**config.mk**
```make
export PLATFORM = sky130hd
export DESIGN_NAME = burst_seq
export DESIGN_NICKNAME = d
export VERILOG_FILES = /design/src/rtl/burst_seq.sv
export SDC_FILE = /design/constraint.sdc
export NUM_CORES = 1
export LEC_CHECK = 0
export BUFFER_PORTS_ARGS = -buffer_cell sky130_fd_sc_hd__buf_4
export CORE_MARGIN = 2
export CORE_UTILIZATION = 45
export CTS_CLUSTER_SIZE = 40
export DETAILED_ROUTE_END_ITERATION = 8
export PLACE_DENSITY = 0.88
export SYNTH_ARGS = -nofsm -noshare
export SYNTH_HDL_FRONTEND = slang
export SYNTH_SLANG_ARGS = --single-unit
```
**constraint.sdc**
```tcl
create_clock -name clk -period 1.24 [get_ports clk]
set_clock_uncertainty 0.05 [all_clocks]
set_input_delay 0.248 -clock clk [delete_from_list [all_inputs] [get_ports clk]]
set_output_delay 0.248 -clock clk [all_outputs]
set_load 0.05 [all_outputs]
```
**src/rtl/burst_seq.sv**
```systemverilog
module burst_seq #(
  parameter int AW = 17
) (
  input  logic          clk,
  input  logic          rst_n,
  input  logic          stall,
  input  logic          load,
  input  logic          step,
  input  logic          interleave,
  input  logic [AW-1:0] addr_in,
  output logic [AW-1:0] addr_out,
  output logic [1:0]    beat
);

  logic [AW-1:0] start_q;
  logic [1:0]    beat_q;
  logic [1:0]    low_lin, low_ilv;

  always_ff @(posedge clk or negedge rst_n) begin
    if (!rst_n) begin
      start_q <= '0;
      beat_q  <= '0;
    end else if (!stall) begin
      if (load) begin
        start_q <= addr_in;
        beat_q  <= '0;
      end else if (step) begin
        beat_q  <= beat_q + 2'd1;
      end
    end
  end

  assign low_lin  = start_q[1:0] + beat_q;
  assign low_ilv  = start_q[1:0] ^ beat_q;
  assign addr_out = {start_q[AW-1:2], interleave ? low_ilv : low_lin};
  assign beat     = beat_q;

endmodule


```
==> metrics.txt, run 1 <==
Worst IR Drop VDD about 880 uV; synthesis-to-layout area growth 45.2%; Mapped Nets 91; post-synthesis sequential area ratio 50.3%; cell area after layout 1370 um^2; number of detailed-route iterations in the first pass 3; Synth warnings 0; placed cell area about 1200 um^2; crit-path cells ha_4 > nor2b_4 > xnor2_4 > buf_6; Worst Path Max Fanout 2; Post-Syn Instances 67; Max Slew Vio Count 0; Worst Tran Pin Value roughly 230 ps; final setup margin -387 ps; antenna viol nets, final 0; initial antenna violation count 0; cell area after synthesis 946 um^2; failing checks setup timing; root buffer cell clkbuf_4; final setup violation count 4; met3 usage around 4.2%; Max-slew headroom 84.6%; DRC viols 0; clock buffer depth 2; slowest cell delay on critical path approximately 440 ps; final core occ 69.3%; met2 Use GR 30.9%; clock sink count 19; met1 Resource Use GR 17.2%; port buffer count between 40 and 50; Synth cell types 16; gpl congestion roughly 0.63; min Tclk post-route 1630 ps; r2r setup slk 40 ps; status finished, violations left; Mapped Avg Cell Area about 14 um^2; vias per inst ~4.6; type of the worst setup path flop to output port; CP max stage cell dfrtp_2; GR Util All Layers 16.1%; post-placement setup slack -185 ps; fin crit share 131%; Required @ worst endpoint approximately 940 ps; initial drt markers 2; Skew-Pair Late Insertion Delay 280 ps; endpoints failing hold 0; largest net degree at the start of global routing 20; NumNets Final ~130; CP Capture Type output port; Multi-input gate area 407 um^2; #FFs+latches synth 19; CTS tree built; Antenna Cells 0; die area roughly 2500 um^2; row count 16; # fillers 139; RSZ-0062 raised after global routing yes; Reg area 478 um^2; core outline area 1980 um^2; Initial Util between 40% and 50%; Post-Route WL 1810 um; Pleak 0.657 nW; pwr/cell area between 1000 and 1500 nW/um^2; htree depth 1; Worst Hold Class input port to flop; vias 602; peak-usage layer in the global routing report met2; grt ovf 0; most common cell after layout, fill and taps aside buf_4; Fmax 615 MHz; layout cells sized above 1 between 70% and 80%; WP data arrival 1330 ps; WL/cell ~14 um; Max Cap Viol 0; TritonCTS Buffers 3; top cell type's share of synthesized area 50.3%; top cells by area, synth dfrtp_1, mux2_4, buf_4; first-pass GRT wire length 2950 um; vias in the first global route 680; Die Y 49.8 um; IO Pins 42; cell taking the most area after synthesis dfrtp_1; Die Wd ~50 um; Clk pin slew, worst setup/hold paths 100 ps; post-DP HPWL 1400 um; most frequent cells in the layout buf_4, dfrtp_1, mux2_4; crit start category flop; setup TNS -710 ps
==> cells in the mapped netlist <==
cell	number
nand2_1	3
nor4b_1	1
o21ai_0	1
nor2b_1	1
o41ai_1	1
dfrtp_1	19
buf_4	15
nor2b_4	1
ha_1	1
nor2_1	1
a21oi_1	2
mux2_4	10
xnor2_1	2
buf_6	1
mux2_2	7
buf_12	1
==> stage by stage <==
step | instances | power [mW] | hold slack [ps]
3_3_place_gp | 122 | 1.62 | 75.9
3_5_place_dp | 122 | 1.64 | 82.9
2_1_floorplan | 67 | 1.48 | -97.6
6_report | 130 | 2.02 | 141
4_1_cts | 129 | 2.03 | 119
5_1_grt | 130 | 2.13 | 121
==> logic make-up after synthesis <==
logic type | count (synthesis) | synth area share [%]
and+or+nand+nor | 7 | 4.63
xor gates and xnor gates | 2 | 1.85
muxes | 17 | 24.2
adders and majority gates | 1 | 1.32
AOI/OAI and AO/OA | 4 | 2.51
DFF | 19 | 50.3
buffers and inverters | 17 | 15.2
==> metal layers <==
layer  share of wire (%)  up-vias
li1                    -      286
met1                  37      287
met2                  56       29
met3                 6.8        0
met4                   0        0
met5                   0        -
==> sequential cells by signal, summed over array words and instances (netlist names) <==
register  cells
start_q      17
beat          2
==> report_power, final <==
group          internal [mW]  total (mW)  switching, mW  leakage, nW
clock network          0.125       0.291          0.166       0.0150
registers              0.712       0.780         0.0680        0.223
logic                  0.421       0.954          0.533        0.419
==> worst paths after layout <==
check	from	endpoint	depth (start not counted)
max in group asynchronous	rst_n	beat[1]	2
setup / recovery	beat[0]	addr_out[1]	4
hold reg to reg	start_q[5]	start_q[5]	1
min in group asynchronous	rst_n	start_q[12]	2
setup reg to reg	beat[1]	beat[1]	3
hold / removal	addr_in[9]	start_q[9]	2
==> timing repair <==
action / CTS / global route
endpoints found under the hold margin: 19 / 0
gates resized for setup: 11 / 5
setup endpoints to repair: 4 / 5
hold buffers: 1 / 0
setup buffers: 2 / 3
pin swaps: 3 / 0
==> worst max-delay path: cells and delay by family (launching register included) <==
family                     cells  cell delay [ps]
adders and majority gates      1              160
xor gates and xnor gates       1              140
and+or+nand+nor                1              140
DFF                            1              440
buffers and inverters          1              170
==> final cells by class <==
class | instances | share of cell area, %
Multi-Input combinational cell | 31 | 29.6
Tap cell | 27 | 2.46
Clock buffer | 4 | 1.91
Sequential cell | 19 | 34.8
Timing Repair Buffer | 49 | 31.2
Note: power is estimated with default switching activity, not from simulation.
==> run 2, diff against run 1 <==
PLACE_DENSITY = 0.84   (was 0.88)
==> metrics.txt, run 2 (synthesized netlist as in run 1, its figures left out) <==
status finished, violations left; gpl congestion 0.696; final hold slack 134 ps; DRC viols 0; NumNets Final 129; layout cells sized above 1 74.0%; Post-Route WL 1690 um; vias per inst 4.54; vias 595; setup TNS -659 ps; fin cells 131; Pleak 0.653 nW; critical path startpoint beat[0]; die area around 2500 um^2; vias in the first global route 652; Max Slew Vio Count 0; min Tclk post-route 1620 ps; endpoints failing hold 0; placed cell area 1260 um^2; WP data arrival about 1300 ps; post-placement setup slack -100 ps; cell area after layout between 1000 and 1500 um^2; most frequent cells in the layout buf_4, dfrtp_1, mux2_4; RSZ-0062 raised after global routing yes; grt ovf 0; WL/cell between 10 and 15 um; first-pass GRT wire length 2680 um; IO Pins 42; Antenna Cells 0; antenna viol nets, final 0; final core occ between 60 and 70%; Max Cap Viol 0; Top reg by flops start_q; Skew-Pair Late Insertion Delay 280 ps; post-DP HPWL between 1000 and 1500 um; Initial Util about 48%; Worst Hold Class input port to flop; TritonCTS Buffers 3; Hold Startpoint addr_in[12]; initial antenna violation count 0; final setup margin -385 ps; pwr/cell area 1480 nW/um^2; core outline area slightly below 2000 um^2; Max-slew headroom 78.8%; # fillers 156; port buffer count 41; final setup violation count 4; most common cell after layout, fill and taps aside buf_4; CP Capture Type output port; placed insts 125; fin crit share 131%; htree depth 1; Fmax 616 MHz; Pwr Total between 2 and 2.5 mW; crit start category flop; Required @ worst endpoint 940 ps; Worst Tran Pin Value between 300 and 400 ps; synthesis-to-layout area growth 44.4%; type of the worst setup path flop to output port; worst reg2reg startpoint beat[0]; CTS tree built; row count 16; number of detailed-route iterations in the first pass 2; clock sink count 19; clock buffer depth 2; largest net degree at the start of global routing 20; GR Util All Layers 14.2%; Worst IR Drop VDD 1130 uV; Clk pin slew, worst setup/hold paths 100 ps; Die Wd about 50 um; initial drt markers 5; root buffer cell clkbuf_4; max reg flops 17; failing checks setup timing; Worst Path Max Fanout 2; Die Y 49.8 um
==> run 2: power by group <==
| group | switching, mW | leakage, nW | total (mW) | internal, mW |
|---|---|---|---|---|
| clock | 0.177 | 0.0177 | 0.297 | 0.120 |
| sequential | 0.0621 | 0.223 | 0.774 | 0.712 |
| combinational | 0.527 | 0.413 | 0.950 | 0.423 |
==> run 2: final timing paths <==
| kind | to | slack, ps | cells after the start |
|---|---|---|---|
| worst min register to register | start_q[8] | 470 | 1 |
| worst max register to register | beat[1] | 110 | 4 |
| min in group asynchronous | start_q[0] | 290 | 2 |
| worst max-delay path | addr_out[1] | -380 | 4 |
| worst min-delay path | start_q[12] | 130 | 2 |
| max in group asynchronous | beat[0] | 640 | 2 |
==> run 2: critical path: stages (launching register included) <==
cell     delay [ps]
dfrtp_2         440
ha_4            160
nor2b_4         130
xnor2_4         140
buf_6           180
==> run 2: routing by layer <==
| metal | track usage [%] | share of wire, % |
|---|---|---|
| met3 | 4.85 | 5.4 |
| met2 | 26.4 | 55 |
| met5 | 0 | 0 |
| met1 | 15.6 | 39 |
| met4 | 2.78 | 0 |
==> run 2: repair_timing <==
action	in CTS	in global routing
endpoints found under the hold margin	19	0
endpoints found under the setup margin	4	9
hold buffers	1	0
buffers inserted	0	1
resized for setup	5	10
pin swaps	2	0
==> run 2: cell type report <==
| cell class | instances | area (um^2) | share of cell area (%) |
|---|---|---|---|
| Clock inverter | 1 | 5.00 | 0.366 |
| Sequential cell | 19 | 478 | 35.0 |
| Timing Repair Buffer | 50 | 455 | 33.3 |
| Multi-Input combinational cell | 31 | 372 | 27.2 |
| Tap cell | 27 | 33.8 | 2.47 |
| Clock buffer | 3 | 22.5 | 1.65 |
==> run 3, diff against run 2 <==
GPL_TIMING_DRIVEN = 0   (was unset)
clock period = 1.84 ns   (was 1.24 ns; I/O delays follow)
==> metrics.txt, run 3 (synthesized netlist as in run 1, its figures left out) <==
largest net degree at the start of global routing 20; RSZ-0062 raised after global routing no; grt ovf 0; gpl congestion 0.676; Worst Hold Class input port to flop; status finished clean; CTS tree built; clock buffer depth 2; Pleak between 0.6 and 0.7 nW; crit-path cells ha_1 > nor2b_4 > xnor2_4 > buf_6; Top reg by flops start_q; NumNets Final 139; r2r setup slk 790 ps; WL/cell 13.4 um; htree depth 1; Die Y 49.8 um; clock sink count 19; WP data arrival about 1300 ps; first-pass GRT wire length 3040 um; initial antenna violation count 0; Max Slew Vio Count 0; row count 16; Buf/Inv on CP 1; crit start category flop; Pwr Total 1.37 mW; GR Util All Layers 16.6%; Max Cap Viol 0; CP Capture Type output port; Antenna Cells 0; placed cell area 1310 um^2; DRC viols 0; die area between 2000 and 2500 um^2; Worst Path Max Fanout 2; final setup margin between 80 and 90 ps; slowest cell delay on critical path 420 ps; post-placement setup slack 193 ps; antenna viol nets, final 0; initial drt markers 5; TritonCTS Buffers 3; Top delay family on crit path flip-flops; Post-Route WL between 1500 and 2000 um; Die Wd 49.8 um; port buffer count 41; Fmax 571 MHz; endpoints failing hold 0; synthesis-to-layout area growth 44.8%; number of detailed-route iterations in the first pass 3; min Tclk post-route 1750 ps; final core occ 69.1%; vias in the first global route around 710; final hold slack 231 ps; vias per inst 4.59; fin cells 141; max reg flops 17; most frequent cells in the layout buf_4, dfrtp_1, mux2_4; Worst IR Drop VDD 506 uV; placed insts roughly 140; vias 647; fin crit share 95.2%; Clk pin slew, worst setup/hold paths 100 ps; most common cell after layout, fill and taps aside buf_4; root buffer cell clkbuf_4; type of the worst setup path flop to output port; post-DP HPWL around 1400 um; CP max stage cell dfrtp_2; setup TNS 0 ps; Required @ worst endpoint 1420 ps; Worst Tran Pin Value 277 ps; IO Pins 42; final setup violation count 0; Initial Util 47.7%; Skew-Pair Late Insertion Delay approximately 290 ps; cell area after layout 1370 um^2; pwr/cell area 1000 nW/um^2; Max-slew headroom 81.5%; layout cells sized above 1 around 74%; core outline area 1980 um^2
## run 3: power breakdown
| part | switching [mW] | leakage [nW] | internal [mW] |
|---|---|---|---|
| sequential | 0.0407 | 0.225 | 0.479 |
| clock | 0.125 | 0.0150 | 0.0843 |
| combinational | 0.356 | 0.447 | 0.288 |
| total | 0.522 | 0.686 | 0.851 |
## run 3: final cells by class
cell class	instances	area (um^2)
Fill cell	157	612
Tap cell	27	33.8
Clock buffer	4	26.3
Sequential cell	19	477
Multi-Input combinational cell	31	360
Buffer	17	144
Timing Repair Buffer	43	329
## run 3: what timing repair did
item | CTS | global route
gates resized for setup | 3 | 1
buffers inserted | 1 | 0
pin swaps | 0 | 0
endpoints found under the setup margin | 1 | 1
endpoints found under the hold margin | 19 | 0
hold buffers | 1 | 0
## run 3: worst paths after layout
check,from,endpoint,cells past startpoint
setup / recovery,beat[0],addr_out[1],4
hold / removal,load,beat[1],2
setup reg to reg,beat[0],beat[0],4
hold reg to reg,start_q[7],start_q[7],1
max in group asynchronous,rst_n,beat[0],2
min in group asynchronous,rst_n,start_q[10],2
## run 3: routing by layer
layer	GRT usage (%)	vias up	wire, um
met2	29.6	25	998
met5	0	-	0
li1	-	305	-
met4	8.33	0	36
met3	3.64	4	102
met1	18.4	313	758
